## config.mk

```make
export PLATFORM = sky130hd
export DESIGN_NAME = pt_xlate_top
export DESIGN_NICKNAME = d
export VERILOG_FILES = /design/src/rtl/pt_xlate_pkg.sv /design/src/rtl/pt_addr_split.sv /design/src/rtl/pt_perm_check.sv /design/src/rtl/pt_walk_fsm.sv /design/src/rtl/pt_xlate_top.sv
export SDC_FILE = /design/constraint.sdc
export NUM_CORES = 1
export LEC_CHECK = 0
export ABC_AREA = 1
export BUFFER_PORTS_ARGS = -buffer_cell sky130_fd_sc_hd__buf_2
export CAP_MARGIN = 0
export CORE_MARGIN = 1.5
export CORE_UTILIZATION = 50
export DETAILED_ROUTE_END_ITERATION = 7
export PLACE_DENSITY = 0.8
export RECOVER_POWER = 25
export SLEW_MARGIN = 30
export SYNTH_ARGS = -nofsm -noshare
export SYNTH_HDL_FRONTEND = slang
export SYNTH_HIERARCHICAL = 1
export SYNTH_SLANG_ARGS = --single-unit
```

## constraint.sdc

```tcl
create_clock -name clk -period 2.14 [get_ports clk]
set_input_delay 0.428 -clock clk [delete_from_list [all_inputs] [get_ports clk]]
set_output_delay 0.428 -clock clk [all_outputs]
set_load 0.02 [all_outputs]
```

## src/rtl/pt_xlate_pkg.sv

```systemverilog
package pt_xlate_pkg;
  typedef enum logic [0:0] {
    ST_IDLE  = 1'b0,
    ST_FETCH = 1'b1
  } walk_state_e;

  typedef struct packed {
    logic write;
    logic sup;
  } access_t;
endpackage

```

## src/rtl/pt_addr_split.sv

```systemverilog
module pt_addr_split #(
  parameter int VA_W       = 14,
  parameter int OFF_W      = 6,
  parameter int MEM_AW     = 12,
  parameter int PTE_STRIDE = 1
) (
  input  logic [VA_W-1:0]   vaddr,
  input  logic [MEM_AW-1:0] base,
  output logic [OFF_W-1:0]  offset,
  output logic [MEM_AW-1:0] pte_addr
);
  localparam int VPN_W = VA_W - OFF_W;
  localparam logic [MEM_AW-1:0] STRIDE_W = MEM_AW'(PTE_STRIDE);

  logic [VPN_W-1:0]  vpn;
  logic [MEM_AW-1:0] scaled;

  always_comb begin
    vpn      = vaddr[VA_W-1:OFF_W];
    offset   = vaddr[OFF_W-1:0];
    scaled   = MEM_AW'(vpn) * STRIDE_W;
    pte_addr = base + scaled;
  end
endmodule

```

## src/rtl/pt_perm_check.sv

```systemverilog
module pt_perm_check #(
  parameter int PPN_W = 6,
  localparam int PTE_W = PPN_W + 4
) (
  input  logic [PTE_W-1:0] pte,
  input  logic             acc_write,
  input  logic             acc_sup,
  output logic             page_fault,
  output logic             prot_fault,
  output logic [PPN_W-1:0] ppn
);
  localparam int B_PRESENT = PPN_W;
  localparam int B_READ    = PPN_W + 1;
  localparam int B_WRITE   = PPN_W + 2;
  localparam int B_SUPONLY = PPN_W + 3;

  logic rights_bad;

  always_comb begin
    ppn        = pte[PPN_W-1:0];
    rights_bad = (acc_write ? !pte[B_WRITE] : !pte[B_READ]) ||
                 (pte[B_SUPONLY] && !acc_sup);
    page_fault = !pte[B_PRESENT];
    prot_fault = pte[B_PRESENT] && rights_bad;
  end
endmodule

```

## src/rtl/pt_walk_fsm.sv

```systemverilog
module pt_walk_fsm
  import pt_xlate_pkg::*;
#(
  parameter int OFF_W  = 6,
  parameter int PPN_W  = 6,
  parameter int MEM_AW = 12,
  localparam int PA_W  = PPN_W + OFF_W
) (
  input  logic              clk,
  input  logic              rst,
  input  logic              req_valid,
  output logic              req_ready,
  input  logic              req_write,
  input  logic              req_sup,
  input  logic [OFF_W-1:0]  req_off,
  input  logic [MEM_AW-1:0] req_pte_addr,
  output logic              mem_req,
  output logic [MEM_AW-1:0] mem_addr,
  input  logic              mem_rvalid,
  output logic              acc_write,
  output logic              acc_sup,
  input  logic              chk_page_fault,
  input  logic              chk_prot_fault,
  input  logic [PPN_W-1:0]  chk_ppn,
  output logic              rsp_valid,
  output logic [PA_W-1:0]   rsp_paddr,
  output logic              rsp_page_fault,
  output logic              rsp_prot_fault
);
  walk_state_e      state;
  access_t          acc_q;
  logic [OFF_W-1:0] off_q;

  assign req_ready = (state == ST_IDLE);
  assign acc_write = acc_q.write;
  assign acc_sup   = acc_q.sup;

  always_ff @(posedge clk) begin
    if (rst) begin
      state          <= ST_IDLE;
      acc_q          <= '0;
      off_q          <= '0;
      mem_req        <= 1'b0;
      mem_addr       <= '0;
      rsp_valid      <= 1'b0;
      rsp_paddr      <= '0;
      rsp_page_fault <= 1'b0;
      rsp_prot_fault <= 1'b0;
    end else begin
      mem_req        <= 1'b0;
      rsp_valid      <= 1'b0;
      rsp_paddr      <= '0;
      rsp_page_fault <= 1'b0;
      rsp_prot_fault <= 1'b0;
      case (state)
        ST_IDLE: begin
          if (req_valid) begin
            acc_q    <= '{write: req_write, sup: req_sup};
            off_q    <= req_off;
            mem_addr <= req_pte_addr;
            mem_req  <= 1'b1;
            state    <= ST_FETCH;
          end
        end
        ST_FETCH: begin
          if (mem_rvalid) begin
            rsp_valid      <= 1'b1;
            rsp_page_fault <= chk_page_fault;
            rsp_prot_fault <= chk_prot_fault;
            if (!chk_page_fault && !chk_prot_fault)
              rsp_paddr <= {chk_ppn, off_q};
            state <= ST_IDLE;
          end
        end
        default: state <= ST_IDLE;
      endcase
    end
  end

  assert_busy_after_accept_R6: assert property (@(posedge clk) disable iff (rst)
    (req_valid && req_ready) |=> !req_ready);
  assert_fetch_follows_accept_R3: assert property (@(posedge clk) disable iff (rst)
    (req_valid && req_ready) |=> mem_req);
  assert_fetch_single_pulse_R3: assert property (@(posedge clk) disable iff (rst)
    mem_req |=> !mem_req);
  assert_resp_single_pulse_R7: assert property (@(posedge clk) disable iff (rst)
    rsp_valid |=> !rsp_valid);
  assert_quiet_outputs_R7: assert property (@(posedge clk) disable iff (rst)
    !rsp_valid |-> (rsp_paddr == '0 && !rsp_page_fault && !rsp_prot_fault));
  assert_fault_exclusive_R4: assert property (@(posedge clk) disable iff (rst)
    rsp_page_fault |-> (!rsp_prot_fault && rsp_paddr == '0));
  assert_prot_no_addr_R5: assert property (@(posedge clk) disable iff (rst)
    rsp_prot_fault |-> (rsp_paddr == '0));
  assert_idle_no_resp_R8: assert property (@(posedge clk) disable iff (rst)
    (req_ready && !rsp_valid) |=> !rsp_valid);
endmodule

```

## src/rtl/pt_xlate_top.sv

```systemverilog
module pt_xlate_top #(
  parameter int VA_W       = 14,
  parameter int PA_W       = 12,
  parameter int PAGE_BYTES = 64,
  parameter int MEM_AW     = 12,
  parameter int PTE_STRIDE = 1,
  localparam int OFF_W     = $clog2(PAGE_BYTES),
  localparam int PPN_W     = PA_W - OFF_W,
  localparam int PTE_W     = PPN_W + 4
) (
  input  logic              clk,
  input  logic              rst,
  input  logic              req_valid,
  output logic              req_ready,
  input  logic [VA_W-1:0]   req_vaddr,
  input  logic              req_write,
  input  logic              req_sup,
  input  logic [MEM_AW-1:0] pt_base,
  output logic              mem_req,
  output logic [MEM_AW-1:0] mem_addr,
  input  logic              mem_rvalid,
  input  logic [PTE_W-1:0]  mem_rdata,
  output logic              rsp_valid,
  output logic [PA_W-1:0]   rsp_paddr,
  output logic              rsp_page_fault,
  output logic              rsp_prot_fault
);
  logic [OFF_W-1:0]  off_w;
  logic [MEM_AW-1:0] pte_addr_w;
  logic              acc_write_w, acc_sup_w;
  logic              pf_w, prf_w;
  logic [PPN_W-1:0]  ppn_w;

  pt_addr_split #(.VA_W(VA_W), .OFF_W(OFF_W), .MEM_AW(MEM_AW), .PTE_STRIDE(PTE_STRIDE)) split_i (
    .vaddr(req_vaddr), .base(pt_base), .offset(off_w), .pte_addr(pte_addr_w)
  );

  pt_perm_check #(.PPN_W(PPN_W)) check_i (
    .pte(mem_rdata), .acc_write(acc_write_w), .acc_sup(acc_sup_w),
    .page_fault(pf_w), .prot_fault(prf_w), .ppn(ppn_w)
  );

  pt_walk_fsm #(.OFF_W(OFF_W), .PPN_W(PPN_W), .MEM_AW(MEM_AW)) walk_i (
    .clk(clk), .rst(rst),
    .req_valid(req_valid), .req_ready(req_ready),
    .req_write(req_write), .req_sup(req_sup),
    .req_off(off_w), .req_pte_addr(pte_addr_w),
    .mem_req(mem_req), .mem_addr(mem_addr), .mem_rvalid(mem_rvalid),
    .acc_write(acc_write_w), .acc_sup(acc_sup_w),
    .chk_page_fault(pf_w), .chk_prot_fault(prf_w), .chk_ppn(ppn_w),
    .rsp_valid(rsp_valid), .rsp_paddr(rsp_paddr),
    .rsp_page_fault(rsp_page_fault), .rsp_prot_fault(rsp_prot_fault)
  );
endmodule

```

==> impl_metrics.prom, run 1 <==
# TYPE chip_impl_metric gauge
chip_impl_metric{name="timing.critical_path.required",unit="ns"} 2.33
chip_impl_metric{name="placed_area",unit="sq mm"} 0.00235
chip_impl_metric{name="number_of_hold_buffers_added_after_cts",unit=""} 0
chip_impl_metric{name="htreeDepth",unit=""} 2
chip_impl_metric{name="die_area",unit="sq mm"} 0.00450
chip_impl_info{name="synth.top_cells.by_count",value="nand2_1, inv_1, nor2_1, dfxtp_1, nand3_1"} 1
chip_impl_info{name="synth.top_cells.by_area",value="dfxtp_1, nand2_1, inv_1"} 1
chip_impl_metric{name="arrival",unit="ns"} 1.85
chip_impl_metric{name="internal_power",unit="mW"} 1.13
chip_impl_metric{name="final-seq-area",unit="sq um"} 741
chip_impl_metric{name="report.final.hold_viol_count",unit=""} 0
chip_impl_metric{name="antenna_violations_before_repair",unit=""} 0
chip_impl_info{name="post-synth-top-count-cell",value="nand2_1"} 1
chip_impl_metric{name="finish.instance_area",unit="sq mm"} 0.00242
chip_impl_metric{name="worst-slew-pin-transition",unit="ns"} 0.864
chip_impl_metric{name="numClockSinks",unit=""} 37
chip_impl_info{name="yosys.area.top_type",value="dfxtp_1"} 1
chip_impl_metric{name="power.static_leakage",unit="nW"} 1.41
chip_impl_metric{name="num_vias",unit=""} 1929
chip_impl_metric{name="cts_buffer_depth",unit=""} 2
chip_impl_metric{name="postCtsResizedCells",unit=""} 0
chip_impl_metric{name="placeableCoreArea",unit="sq mm"} 0.00397
chip_impl_metric{name="num_antenna_cells",unit=""} 0
chip_impl_metric{name="routed_wire_length_per_instance",unit="microns"} 9.79
chip_impl_metric{name="wire_length_of_the_first_global_routing_pass",unit="microns"} 6470
chip_impl_metric{name="m1WireLength",unit="microns"} 1730
chip_impl_metric{name="route.final.wire_length",unit="microns"} 4110
chip_impl_metric{name="timing.final.crit_period",unit="ns"} 1.66
chip_impl_metric{name="power",unit="mW"} 1.62
chip_impl_metric{name="first_global_vias",unit=""} 1655
chip_impl_metric{name="power.combinational.fraction",unit=""} 0.228
chip_impl_metric{name="synthDistinctLibCells",unit=""} 25
chip_impl_metric{name="worst_skew_pair.late_latency",unit="ns"} 0.29
chip_impl_info{name="yosys_most_used_dff",value="dfxtp_1"} 1
chip_impl_metric{name="start_util",unit=""} 0.517
chip_impl_metric{name="cts-buffers-inserted",unit=""} 5
chip_impl_metric{name="pin_count",unit=""} 71
chip_impl_metric{name="yosysSeqAreaShare",unit=""} 0.361
chip_impl_metric{name="met2WireLength",unit="microns"} 2120
chip_impl_info{name="ctsRootBufferMaster",value="clkbuf_8"} 1
chip_impl_metric{name="syn_nets",unit=""} 361
chip_impl_metric{name="synth_seq_cells",unit=""} 37
chip_impl_metric{name="dpl.cell_count",unit=""} 412
chip_impl_metric{name="power.share.switching",unit=""} 0.301
chip_impl_metric{name="peakVddDrop",unit="mV"} 0.231
chip_impl_metric{name="portBuffers",unit=""} 70
chip_impl_info{name="start_point_of_the_critical_path",value="req_vaddr[6]"} 1
chip_impl_metric{name="net_switching",unit="uW"} 488
chip_impl_metric{name="setup_bufs_post_cts",unit=""} 0
chip_impl_metric{name="floorplan.die.width",unit="microns"} 67.1
chip_impl_metric{name="initialDrtViolationCount",unit=""} 60
chip_impl_metric{name="fillers",unit=""} 419
chip_impl_info{name="cp-start-kind",value="primary input"} 1
chip_impl_metric{name="timing.slew.headroom",unit=""} 0.424
chip_impl_metric{name="post_route_cells_drive_above_1_share",unit=""} 0.232
chip_impl_metric{name="fmax_achieved",unit="MHz"} 603
chip_impl_metric{name="grt_start_max_net_pins",unit=""} 22
chip_impl_info{name="worst_r2r_startpoint",value="walk_i/state"} 1
chip_impl_metric{name="holdWs",unit="ns"} 0.330
chip_impl_metric{name="final.setup_skew",unit="ns"} 0.00733
chip_impl_info{name="tritoncts_clock_tree",value="built"} 1
chip_impl_info{name="grt_setup_unrepaired",value="false"} 1
chip_impl_metric{name="setup_tns",unit="ns"} 0
chip_impl_metric{name="ys.warnings.count",unit=""} 6
chip_impl_info{name="status",value="complete, no violations"} 1
chip_impl_metric{name="detailedRoute.firstPassIterationCount",unit=""} 4
chip_impl_info{name="timing.setup.critical_path_class",value="primary input to register"} 1
chip_impl_metric{name="clk_transition_reported_paths",unit="ns"} 0.07
chip_impl_metric{name="setup_slack_after_placement",unit="ns"} 0.199
chip_impl_metric{name="share_of_the_clock_period_used_by_the_worst_path",unit=""} 0.774
chip_impl_metric{name="postSynthCellCount",unit=""} 310
chip_impl_metric{name="wl_met3",unit="microns"} 225
chip_impl_info{name="worst_hold_path_type",value="primary input to register"} 1
chip_impl_metric{name="power_per_cell_area",unit="mW/mm^2"} 669
chip_impl_metric{name="async_flop_share",unit=""} 0
chip_impl_metric{name="pwr-share-clk",unit=""} 0.310
chip_impl_metric{name="core.rowCount",unit=""} 23
chip_impl_metric{name="syn_area_per_cell",unit="sq um"} 6.62
chip_impl_info{name="critical_path.endpoint_type",value="register"} 1
chip_impl_metric{name="drc",unit=""} 0
chip_impl_metric{name="die_h",unit="microns"} 67.1
chip_impl_metric{name="netlist.area_leader.share",unit=""} 0.361
chip_impl_metric{name="gpl.final_weighted_congestion",unit=""} 0.920
chip_impl_metric{name="path_max_fanout",unit=""} 4
chip_impl_info{name="maxUsedRoutingLayer",value="met4"} 1
chip_impl_metric{name="synth_area",unit="sq mm"} 0.00205
chip_impl_metric{name="final_util",unit=""} 0.610
chip_impl_metric{name="multi_input_comb_area",unit="sq um"} 951
chip_impl_metric{name="dp.final_hpwl",unit="microns"} 3220
chip_impl_info{name="hold_path.startpoint",value="mem_rvalid"} 1
chip_impl_metric{name="final_antenna_net_count",unit=""} 0
chip_impl_metric{name="instances_no_fill",unit=""} 420
chip_impl_metric{name="viasPerCell",unit=""} 4.59
chip_impl_metric{name="final_critical_path_setup_slack",unit="ns"} 0.483
chip_impl_metric{name="num-nets-final",unit=""} 420
chip_impl_metric{name="p_seq_frac",unit=""} 0.462
chip_impl_metric{name="max-cap-violations",unit=""} 0
chip_impl_metric{name="area_growth_from_synthesis_to_final_layout",unit="%"} 18.0
chip_impl_metric{name="finalMaxSlewViolations",unit=""} 0
chip_impl_metric{name="grt_overflow",unit=""} 0
chip_impl_metric{name="synth-edff-count",unit=""} 0
chip_impl_metric{name="grtUsageTotal",unit=""} 0.188
chip_impl_metric{name="setup_viol",unit=""} 0
[state kept, by name, summed over array words and instances (netlist names)]
register	flops
walk_i/acc_write	1
walk_i/rsp_valid	1
walk_i/off_q	6
walk_i/rsp_paddr	12
walk_i/rsp_page_fault	1
walk_i/mem_req	1
walk_i/acc_sup	1
walk_i/rsp_prot_fault	1
walk_i/mem_addr	12
walk_i/state	1
[routing by layer]
layer	up-vias	GRT usage
li1	1034	-
met1	846	0.192
met3	5	0.0490
met5	-	0
met4	0	0.0689
met2	44	0.360
[power groups by stage]
stage / Clock (mW) / Combinational (mW) / Sequential (mW)
after floorplan: 0 / 0.244 / 0.795
after global placement: 0 / 0.367 / 0.764
after detailed placement: 0 / 0.373 / 0.765
after CTS: 0.514 / 0.375 / 0.750
after global routing: 0.540 / 0.419 / 0.753
final: 0.502 / 0.369 / 0.749
[worst max-delay path, stage by stage]
cell	delay, ns
buf_2	0.10
ha_1	0.23
fa_1	0.44
nand2_1	0.09
nand3_1	0.08
nand3_1	0.10
nand2_1	0.06
nand2_1	0.05
nand2_1	0.04
inv_1	0.04
nand3_1	0.05
nand2_1	0.09
nor2_1	0.04
[cell type report]
cell class	count	share of cell area
clock inverters	2	0.00568
clock buffers	6	0.0341
flip-flops and latches	37	0.306
multi-input cells	195	0.393
repair buffers	73	0.148
inverters	57	0.0883
well taps	50	0.0258
[cells by family after synthesis]
group	synth area share
simple gates	0.366
buf+inv	0.171
flops	0.361
fa+ha+maj	0.0585
compound gates	0.0177
xor+xnor	0.0256
[placed cells by master (no fill, tap or decap)]
| cell | count |
|---|---|
| a21o_1 | 1 |
| a21oi_1 | 3 |
| a21oi_2 | 1 |
| buf_2 | 61 |
| buf_4 | 2 |
| clkbuf_1 | 10 |
| clkbuf_8 | 6 |
| clkinv_2 | 1 |
| clkinv_4 | 1 |
| dfxtp_1 | 37 |
| fa_1 | 1 |
| ha_1 | 8 |
| inv_1 | 57 |
| nand2_1 | 67 |
| nand2_2 | 2 |
| nand3_1 | 33 |
| nand3_2 | 1 |
| nand4_1 | 3 |
| nor2_1 | 56 |
| nor2_2 | 10 |
| nor3_1 | 1 |
| o21ai_0 | 1 |
| or2_2 | 1 |
| xnor2_1 | 1 |
| xor2_1 | 5 |
[path summary, 6_finish.rpt]
path | slack [ns] | cells past startpoint | to
setup / recovery | 0.48 | 13 | walk_i/mem_addr[8]
hold reg to reg | 0.45 | 2 | walk_i/rsp_paddr[0]
setup reg to reg | 0.64 | 5 | walk_i/mem_addr[3]
hold / removal | 0.33 | 2 | walk_i/state
No activity file was read; power rests on OpenSTA's default activity.
==> run 2, diff against run 1 <==
- ABC_AREA: 1 -> 0
- CORE_UTILIZATION: 50 -> 45
- PLACE_DENSITY: 0.8 -> 0.76
- clock period: 2.14 -> 1.52 ns (I/O delays scaled with it)
==> impl_metrics.prom, run 2 <==
# TYPE chip_impl_metric gauge
chip_impl_metric{name="area_growth_from_synthesis_to_final_layout",unit="%"} 34.2
chip_impl_metric{name="syn_nets",unit=""} 275
chip_impl_metric{name="worst_path_largest_cell_delay",unit="ns"} 0.36
chip_impl_metric{name="synth_area",unit="sq mm"} 0.00209
chip_impl_info{name="cp-start-kind",value="primary input"} 1
chip_impl_info{name="timing.setup.critical_path_class",value="primary input to register"} 1
chip_impl_metric{name="placeableCoreArea",unit="sq mm"} 0.00441
chip_impl_metric{name="grt_overflow",unit=""} 0
chip_impl_metric{name="worst_skew_pair.late_latency",unit="ns"} 0.30
chip_impl_metric{name="share_of_the_clock_period_used_by_the_worst_path",unit=""} 1.09
chip_impl_metric{name="synthDistinctLibCells",unit=""} 47
chip_impl_metric{name="finalMaxSlewViolations",unit=""} 0
chip_impl_metric{name="peakVddDrop",unit="mV"} 0.444
chip_impl_metric{name="report.final.hold_viol_count",unit=""} 0
chip_impl_info{name="critical_path.cell_chain",value="buf_6, ha_4, fa_2, a211oi_2, o21ai_2, a2111oi_2, nand4b_1, nand4bb_1, o21ai_1"} 1
chip_impl_metric{name="num-nets-final",unit=""} 355
chip_impl_info{name="reg_top3",value="walk_i/mem_addr: 12 flops, walk_i/rsp_paddr: 12 flops, walk_i/off_q: 6 flops"} 1
chip_impl_metric{name="setup_slack_after_placement",unit="ns"} -0.476
chip_impl_metric{name="max-cap-violations",unit=""} 0
chip_impl_metric{name="die_h",unit="microns"} 71.1
chip_impl_metric{name="die_area",unit="sq mm"} 0.00506
chip_impl_info{name="violations_in_the_final_reports",value="negative setup slack"} 1
chip_impl_info{name="synth.top_cells.by_count",value="dfxtp_1, nand2b_1, o21ai_0, nand4bb_1"} 1
chip_impl_metric{name="timing.slew.headroom",unit=""} 0.646
chip_impl_info{name="layout_common_cells",value="buf_2, dfxtp_1, buf_4, nand2b_1, nand4bb_1"} 1
chip_impl_metric{name="synth-edff-count",unit=""} 0
chip_impl_metric{name="dp.final_hpwl",unit="microns"} 3300
chip_impl_metric{name="routed_wire_length_per_instance",unit="microns"} 12.9
chip_impl_metric{name="clk_transition_reported_paths",unit="ns"} 0.07
chip_impl_info{name="tritoncts_clock_tree",value="built"} 1
chip_impl_metric{name="syn_area_per_cell",unit="sq um"} 9.33
chip_impl_metric{name="initialDrtViolationCount",unit=""} 51
chip_impl_metric{name="worst-slew-pin-transition",unit="ns"} 0.532
chip_impl_metric{name="core.rowCount",unit=""} 24
chip_impl_metric{name="power_per_cell_area",unit="mW/mm^2"} 922
chip_impl_metric{name="num_vias",unit=""} 1865
chip_impl_metric{name="power.static_leakage",unit="nW"} 1.18
chip_impl_metric{name="final_antenna_net_count",unit=""} 0
chip_impl_info{name="final_common_cell",value="buf_2"} 1
chip_impl_metric{name="postSynthCellCount",unit=""} 224
chip_impl_metric{name="netlist.area_leader.share",unit=""} 0.354
chip_impl_info{name="grt_setup_unrepaired",value="true"} 1
chip_impl_info{name="critical_path.endpoint_type",value="register"} 1
chip_impl_metric{name="fillers",unit=""} 382
chip_impl_metric{name="start_util",unit=""} 0.473
chip_impl_info{name="post-synth-top-count-cell",value="dfxtp_1"} 1
chip_impl_info{name="yosys.area.top_type",value="dfxtp_1"} 1
chip_impl_metric{name="first_global_vias",unit=""} 1708
chip_impl_metric{name="arrival",unit="ns"} 1.89
chip_impl_metric{name="pin_count",unit=""} 71
chip_impl_metric{name="floorplan.die.width",unit="microns"} 71.1
chip_impl_info{name="ctsRootBufferMaster",value="clkbuf_8"} 1
chip_impl_metric{name="path_max_fanout",unit=""} 3
chip_impl_metric{name="ys.warnings.count",unit=""} 6
chip_impl_metric{name="setup_viol",unit=""} 4
chip_impl_metric{name="synth_seq_cells",unit=""} 37
chip_impl_metric{name="holdWs",unit="ns"} 0.225
chip_impl_metric{name="async_flop_share",unit=""} 0
chip_impl_metric{name="instances_no_fill",unit=""} 357
chip_impl_metric{name="final_critical_path_setup_slack",unit="ns"} -0.141
chip_impl_info{name="synth.top_cells.by_area",value="dfxtp_1, nand4bb_1, nand2b_1"} 1
chip_impl_metric{name="htreeDepth",unit=""} 2
chip_impl_metric{name="numClockSinks",unit=""} 37
chip_impl_metric{name="portBuffers",unit=""} 70
chip_impl_metric{name="gpl.final_weighted_congestion",unit=""} 0.828
chip_impl_metric{name="yosysSeqAreaShare",unit=""} 0.354
chip_impl_metric{name="dpl.cell_count",unit=""} 346
chip_impl_metric{name="antenna_violations_before_repair",unit=""} 0
chip_impl_metric{name="grt_start_max_net_pins",unit=""} 22
chip_impl_metric{name="final.setup_skew",unit="ns"} 0.00673
chip_impl_metric{name="wire_length_of_the_first_global_routing_pass",unit="microns"} 7310
chip_impl_metric{name="fmax_achieved",unit="MHz"} 602
chip_impl_metric{name="detailedRoute.firstPassIterationCount",unit=""} 4
chip_impl_info{name="cp_slowest_cell",value="fa_2"} 1
chip_impl_metric{name="final_util",unit=""} 0.635
chip_impl_info{name="status",value="complete, but fails checks"} 1
chip_impl_metric{name="cts-buffers-inserted",unit=""} 5
chip_impl_metric{name="number_of_hold_buffers_added_after_cts",unit=""} 0
chip_impl_metric{name="drc",unit=""} 0
chip_impl_metric{name="timing.final.crit_period",unit="ns"} 1.66
chip_impl_info{name="worst_hold_path_type",value="primary input to register"} 1
chip_impl_metric{name="cts_buffer_depth",unit=""} 2
chip_impl_metric{name="grtUsageTotal",unit=""} 0.182
chip_impl_metric{name="viasPerCell",unit=""} 5.22
chip_impl_metric{name="timing.critical_path.required",unit="ns"} 1.75
chip_impl_metric{name="num_antenna_cells",unit=""} 0
chip_impl_metric{name="post_route_cells_drive_above_1_share",unit=""} 0.390
chip_impl_info{name="yosys_most_used_dff",value="dfxtp_1"} 1
chip_impl_metric{name="route.final.wire_length",unit="microns"} 4590
## run 2: changes by cell type in the layout (fill, tap and decap cells not counted), sizes merged, moves of 4 or more
cell / before / now
a211oi: 0 / 5
nand2: 69 / 7
and3: 0 / 5
o21ai: 1 / 25
nor4: 0 / 6
xnor2: 1 / 5
inv: 57 / 12
nand4bb: 0 / 19
nor2: 66 / 6
buf: 63 / 86
xor2: 5 / 1
nand2b: 0 / 23
nand3: 34 / 3
nor4b: 0 / 6
## run 2: logic make-up after synthesis
logic type | Yosys count | synth area share
simple gates | 86 | 0.309
compound gates | 47 | 0.150
buf+inv | 38 | 0.0982
flops | 37 | 0.354
fa+ha+maj | 9 | 0.0575
xor+xnor | 6 | 0.0251
mux | 1 | 0.00539
## run 2: layout make-up
class / count / area (sq um) / share of cell area
Clock buffer: 6 / 82.6 / 0.0295
Clock inverter: 2 / 37.5 / 0.0134
Inverter: 12 / 45.0 / 0.0161
Multi-Input combinational cell: 149 / 1250 / 0.447
Sequential cell: 37 / 741 / 0.264
Tap cell: 52 / 65.1 / 0.0232
Timing Repair Buffer: 99 / 581 / 0.207
## run 2: through the flow
step	power, mW	instance area (sq um)	setup TNS (ns)
floorplan	1.46	2140	-0.837
global placement	1.66	2600	-2.50
detailed placement	1.67	2600	-2.83
CTS	2.58	2790	-0.190
global route	2.69	2800	-0.841
finish	2.58	2800	-0.329
## run 2: path summary, 6_finish.rpt
path / start / endpoint / slack, ns / depth (start not counted)
setup reg to reg: walk_i/acc_write / walk_i/rsp_paddr[1] / 0.17 / 5
hold reg to reg: walk_i/mem_addr[11] / walk_i/mem_addr[11] / 0.47 / 2
setup / recovery: req_vaddr[6] / walk_i/mem_addr[8] / -0.14 / 9
hold / removal: mem_rdata[1] / walk_i/rsp_paddr[7] / 0.22 / 3
## run 2: worst max-delay path, delay by kind of cell
family	cells	cell delay [ns]
buffers and inverters	1	0.10
AND/OR/NAND/NOR	2	0.25
AO/OA/AOI/OAI	4	0.73
adder cells (fa/ha/maj)	2	0.52
## run 2: power by group
group / internal, mW / switching [mW] / total [mW]
registers: 1.02 / 0.0273 / 1.05
logic: 0.323 / 0.327 / 0.650
clock network: 0.533 / 0.353 / 0.886
total: 1.88 / 0.707 / 2.58
## run 2: per-layer routing
layer  vias up  wire, microns  track usage
met5         -              0            0
met4         0            108       0.0943
met3         9            247       0.0342
met2        55           2190        0.319
met1       850           2040        0.208
li1        951              -            -
## run 2: timing repair
item	4_1_cts	5_1_grt
gates resized for setup	11	5
pin swaps	10	6
cloned	0	0
setup buffers	3	1
endpoints found under the setup margin	6	7
==> run 3, diff against run 2 <==
- CELL_PAD_IN_SITES_DETAIL_PLACEMENT: not set -> 1
- CELL_PAD_IN_SITES_GLOBAL_PLACEMENT: not set -> 1
- CORE_UTILIZATION: 45 -> 35
- CTS_BUF_LIST: not set -> sky130_fd_sc_hd__clkbuf_4 sky130_fd_sc_hd__clkbuf_8
- PLACE_DENSITY: 0.76 -> not set
- PLACE_DENSITY_LB_ADDON: not set -> 0.1
- RECOVER_POWER: 25 -> not set
==> impl_metrics.prom, run 3 (same netlist as run 2, synthesis figures left out) <==
# TYPE chip_impl_metric gauge
chip_impl_info{name="status",value="complete, but fails checks"} 1
chip_impl_info{name="violations_in_the_final_reports",value="negative setup slack"} 1
chip_impl_metric{name="initialDrtViolationCount",unit=""} 38
chip_impl_metric{name="timing.final.crit_period",unit="ns"} 1.72
chip_impl_metric{name="final.setup_skew",unit="ns"} 0.00769
chip_impl_metric{name="hold_path_depth",unit=""} 3
chip_impl_metric{name="grt_overflow",unit=""} 0
chip_impl_metric{name="route.final.wire_length",unit="microns"} 5510
chip_impl_metric{name="finish.instance_area",unit="sq mm"} 0.00285
chip_impl_metric{name="holdWs",unit="ns"} 0.234
chip_impl_metric{name="cts_buffer_depth",unit=""} 2
chip_impl_info{name="layout_common_cells",value="buf_2, dfxtp_1, buf_4, nand2b_1, nand4bb_1"} 1
chip_impl_metric{name="reg2reg_setup_slack",unit="ns"} 0.16
chip_impl_metric{name="placed_area",unit="sq mm"} 0.00264
chip_impl_metric{name="post_route_cells_drive_above_1_share",unit=""} 0.438
chip_impl_metric{name="final-seq-area",unit="sq um"} 741
chip_impl_metric{name="fillers",unit=""} 687
chip_impl_metric{name="setup_tns",unit="ns"} -0.659
chip_impl_info{name="final_common_cell",value="buf_2"} 1
chip_impl_info{name="grt_setup_unrepaired",value="true"} 1
chip_impl_info{name="critical_path.endpoint_type",value="register"} 1
chip_impl_metric{name="num-nets-final",unit=""} 358
chip_impl_metric{name="floorplan.die.width",unit="microns"} 80.3
chip_impl_info{name="worstHoldEndpoint",value="walk_i/rsp_paddr[9]"} 1
chip_impl_metric{name="area_growth_from_synthesis_to_final_layout",unit="%"} 36.3
chip_impl_metric{name="die_area",unit="sq mm"} 0.00644
chip_impl_metric{name="core.rowCount",unit=""} 27
chip_impl_metric{name="r2r_cells",unit=""} 5
chip_impl_metric{name="multi_input_comb_area",unit="sq mm"} 0.00126
chip_impl_metric{name="peakVddDrop",unit="mV"} 0.353
chip_impl_metric{name="path_max_fanout",unit=""} 3
chip_impl_info{name="cp-start-kind",value="primary input"} 1
chip_impl_metric{name="fmax_achieved",unit="MHz"} 582
chip_impl_metric{name="numClockSinks",unit=""} 37
chip_impl_metric{name="power_per_cell_area",unit="mW/mm^2"} 847
chip_impl_metric{name="cts-buffers-inserted",unit=""} 5
chip_impl_metric{name="final_antenna_net_count",unit=""} 0
chip_impl_metric{name="timing.slew.headroom",unit=""} 0.620
chip_impl_metric{name="max-cap-violations",unit=""} 0
chip_impl_metric{name="setup_viol",unit=""} 5
chip_impl_info{name="hold_path.startpoint",value="mem_rdata[3]"} 1
chip_impl_info{name="tritoncts_clock_tree",value="built"} 1
chip_impl_metric{name="routed_wire_length_per_instance",unit="microns"} 14.5
chip_impl_metric{name="grt_start_max_net_pins",unit=""} 22
chip_impl_metric{name="portBuffers",unit=""} 70
chip_impl_metric{name="num_antenna_cells",unit=""} 0
chip_impl_metric{name="wire_length_of_the_first_global_routing_pass",unit="microns"} 8650
chip_impl_metric{name="dp.final_hpwl",unit="microns"} 4110
chip_impl_metric{name="grtUsageTotal",unit=""} 0.173
chip_impl_metric{name="pin_count",unit=""} 71
chip_impl_info{name="worst_hold_path_type",value="primary input to register"} 1
chip_impl_info{name="worst_r2r_startpoint",value="walk_i/acc_write"} 1
chip_impl_metric{name="die_h",unit="microns"} 80.3
chip_impl_metric{name="power.static_leakage",unit="nW"} 1.25
chip_impl_info{name="timing.setup.critical_path_class",value="primary input to register"} 1
chip_impl_metric{name="final_critical_path_setup_slack",unit="ns"} -0.200
chip_impl_info{name="reg_top3",value="walk_i/mem_addr: 12 flops, walk_i/rsp_paddr: 12 flops, walk_i/off_q: 6 flops"} 1
chip_impl_metric{name="clk_transition_reported_paths",unit="ns"} 0.08
chip_impl_metric{name="num_vias",unit=""} 1887
chip_impl_metric{name="htreeDepth",unit=""} 2
chip_impl_metric{name="detailedRoute.firstPassIterationCount",unit=""} 3
chip_impl_metric{name="gpl.final_weighted_congestion",unit=""} 0.764
chip_impl_info{name="timing.rr.end",value="walk_i/rsp_paddr[1]"} 1
chip_impl_info{name="ctsRootBufferMaster",value="clkbuf_8"} 1
chip_impl_metric{name="worst-slew-pin-transition",unit="ns"} 0.570
chip_impl_metric{name="viasPerCell",unit=""} 4.97
chip_impl_metric{name="finalMaxSlewViolations",unit=""} 0
chip_impl_metric{name="first_global_vias",unit=""} 1938
chip_impl_metric{name="placeableCoreArea",unit="sq mm"} 0.00564
chip_impl_metric{name="setup_slack_after_placement",unit="ns"} -0.542
chip_impl_metric{name="arrival",unit="ns"} 1.95
chip_impl_metric{name="start_util",unit=""} 0.370
chip_impl_metric{name="drc",unit=""} 0
chip_impl_metric{name="worst_skew_pair.late_latency",unit="ns"} 0.29
chip_impl_metric{name="timing.critical_path.required",unit="ns"} 1.75
chip_impl_metric{name="antenna_violations_before_repair",unit=""} 0
chip_impl_metric{name="share_of_the_clock_period_used_by_the_worst_path",unit=""} 1.13
chip_impl_metric{name="report.final.hold_viol_count",unit=""} 0
[run 3: changes by cell type in the layout (fill, tap and decap cells not counted), sizes merged]
cell    delta
clkinv     +2
bufinv     -1
clkbuf    -14
buf       +16
[run 3: final cells by class]
class	count	area share
timing repair buffer	102	0.220
clock buffer	5	0.0242
tap	72	0.0316
sequential	37	0.260
multi-input combinational	149	0.442
clock inverter	3	0.00615
inverter	12	0.0158
[run 3: worst max path at each step]
stage / cells after the start / slack [ns] / start / end
floorplan: 8 / -0.29 / req_vaddr[6] / walk_i/mem_addr[8]
global placement: 9 / -0.44 / req_vaddr[6] / walk_i/mem_addr[8]
detailed placement: 9 / -0.54 / req_vaddr[6] / walk_i/mem_addr[8]
CTS: 9 / -0.19 / req_vaddr[6] / walk_i/mem_addr[8]
global route: 9 / -0.26 / req_vaddr[6] / walk_i/mem_addr[8]
finish: 9 / -0.20 / req_vaddr[6] / walk_i/mem_addr[8]
[run 3: routing by layer]
layer,wire [microns],vias to the layer above,share of wire,GRT usage
li1,-,955,-,-
met1,2430,884,0.44,0.203
met2,2830,43,0.51,0.315
met3,182,5,0.033,0.0273
met4,69,0,0.013,0.0569
met5,0,-,0,0
[run 3: per-stage QoR]
stage | cells | power [mW] | util
after floorplan | 224 | 1.46 | -
after global placement | 368 | 1.69 | 0.468
after detailed placement | 368 | 1.70 | 0.468
after CTS | 379 | 2.39 | 0.493
after global routing | 380 | 2.54 | 0.505
final | 380 | 2.41 | 0.505
[run 3: where the power goes]
part           switching [mW]  internal [mW]  leakage (nW)
clock                   0.357          0.316        0.0439
sequential             0.0250           1.02         0.302
combinational           0.352          0.340         0.901
[run 3: timing repair]
| action | in CTS | in global routing |
|---|---|---|
| buffers inserted | 3 | 1 |
| setup endpoints to repair | 6 | 7 |
| pin swaps | 5 | 7 |
| resized for setup | 8 | 12 |
| hold buffers | 0 | 0 |
[run 3: worst max-delay path: stages]
cell and delay, ns:
buf_6 0.10, ha_4 0.16, fa_2 0.38, a211oi_4 0.24, o21ai_2 0.11, a2111oi_2 0.29, nand4b_1 0.16, nand4bb_1 0.12
o21ai_1 0.08
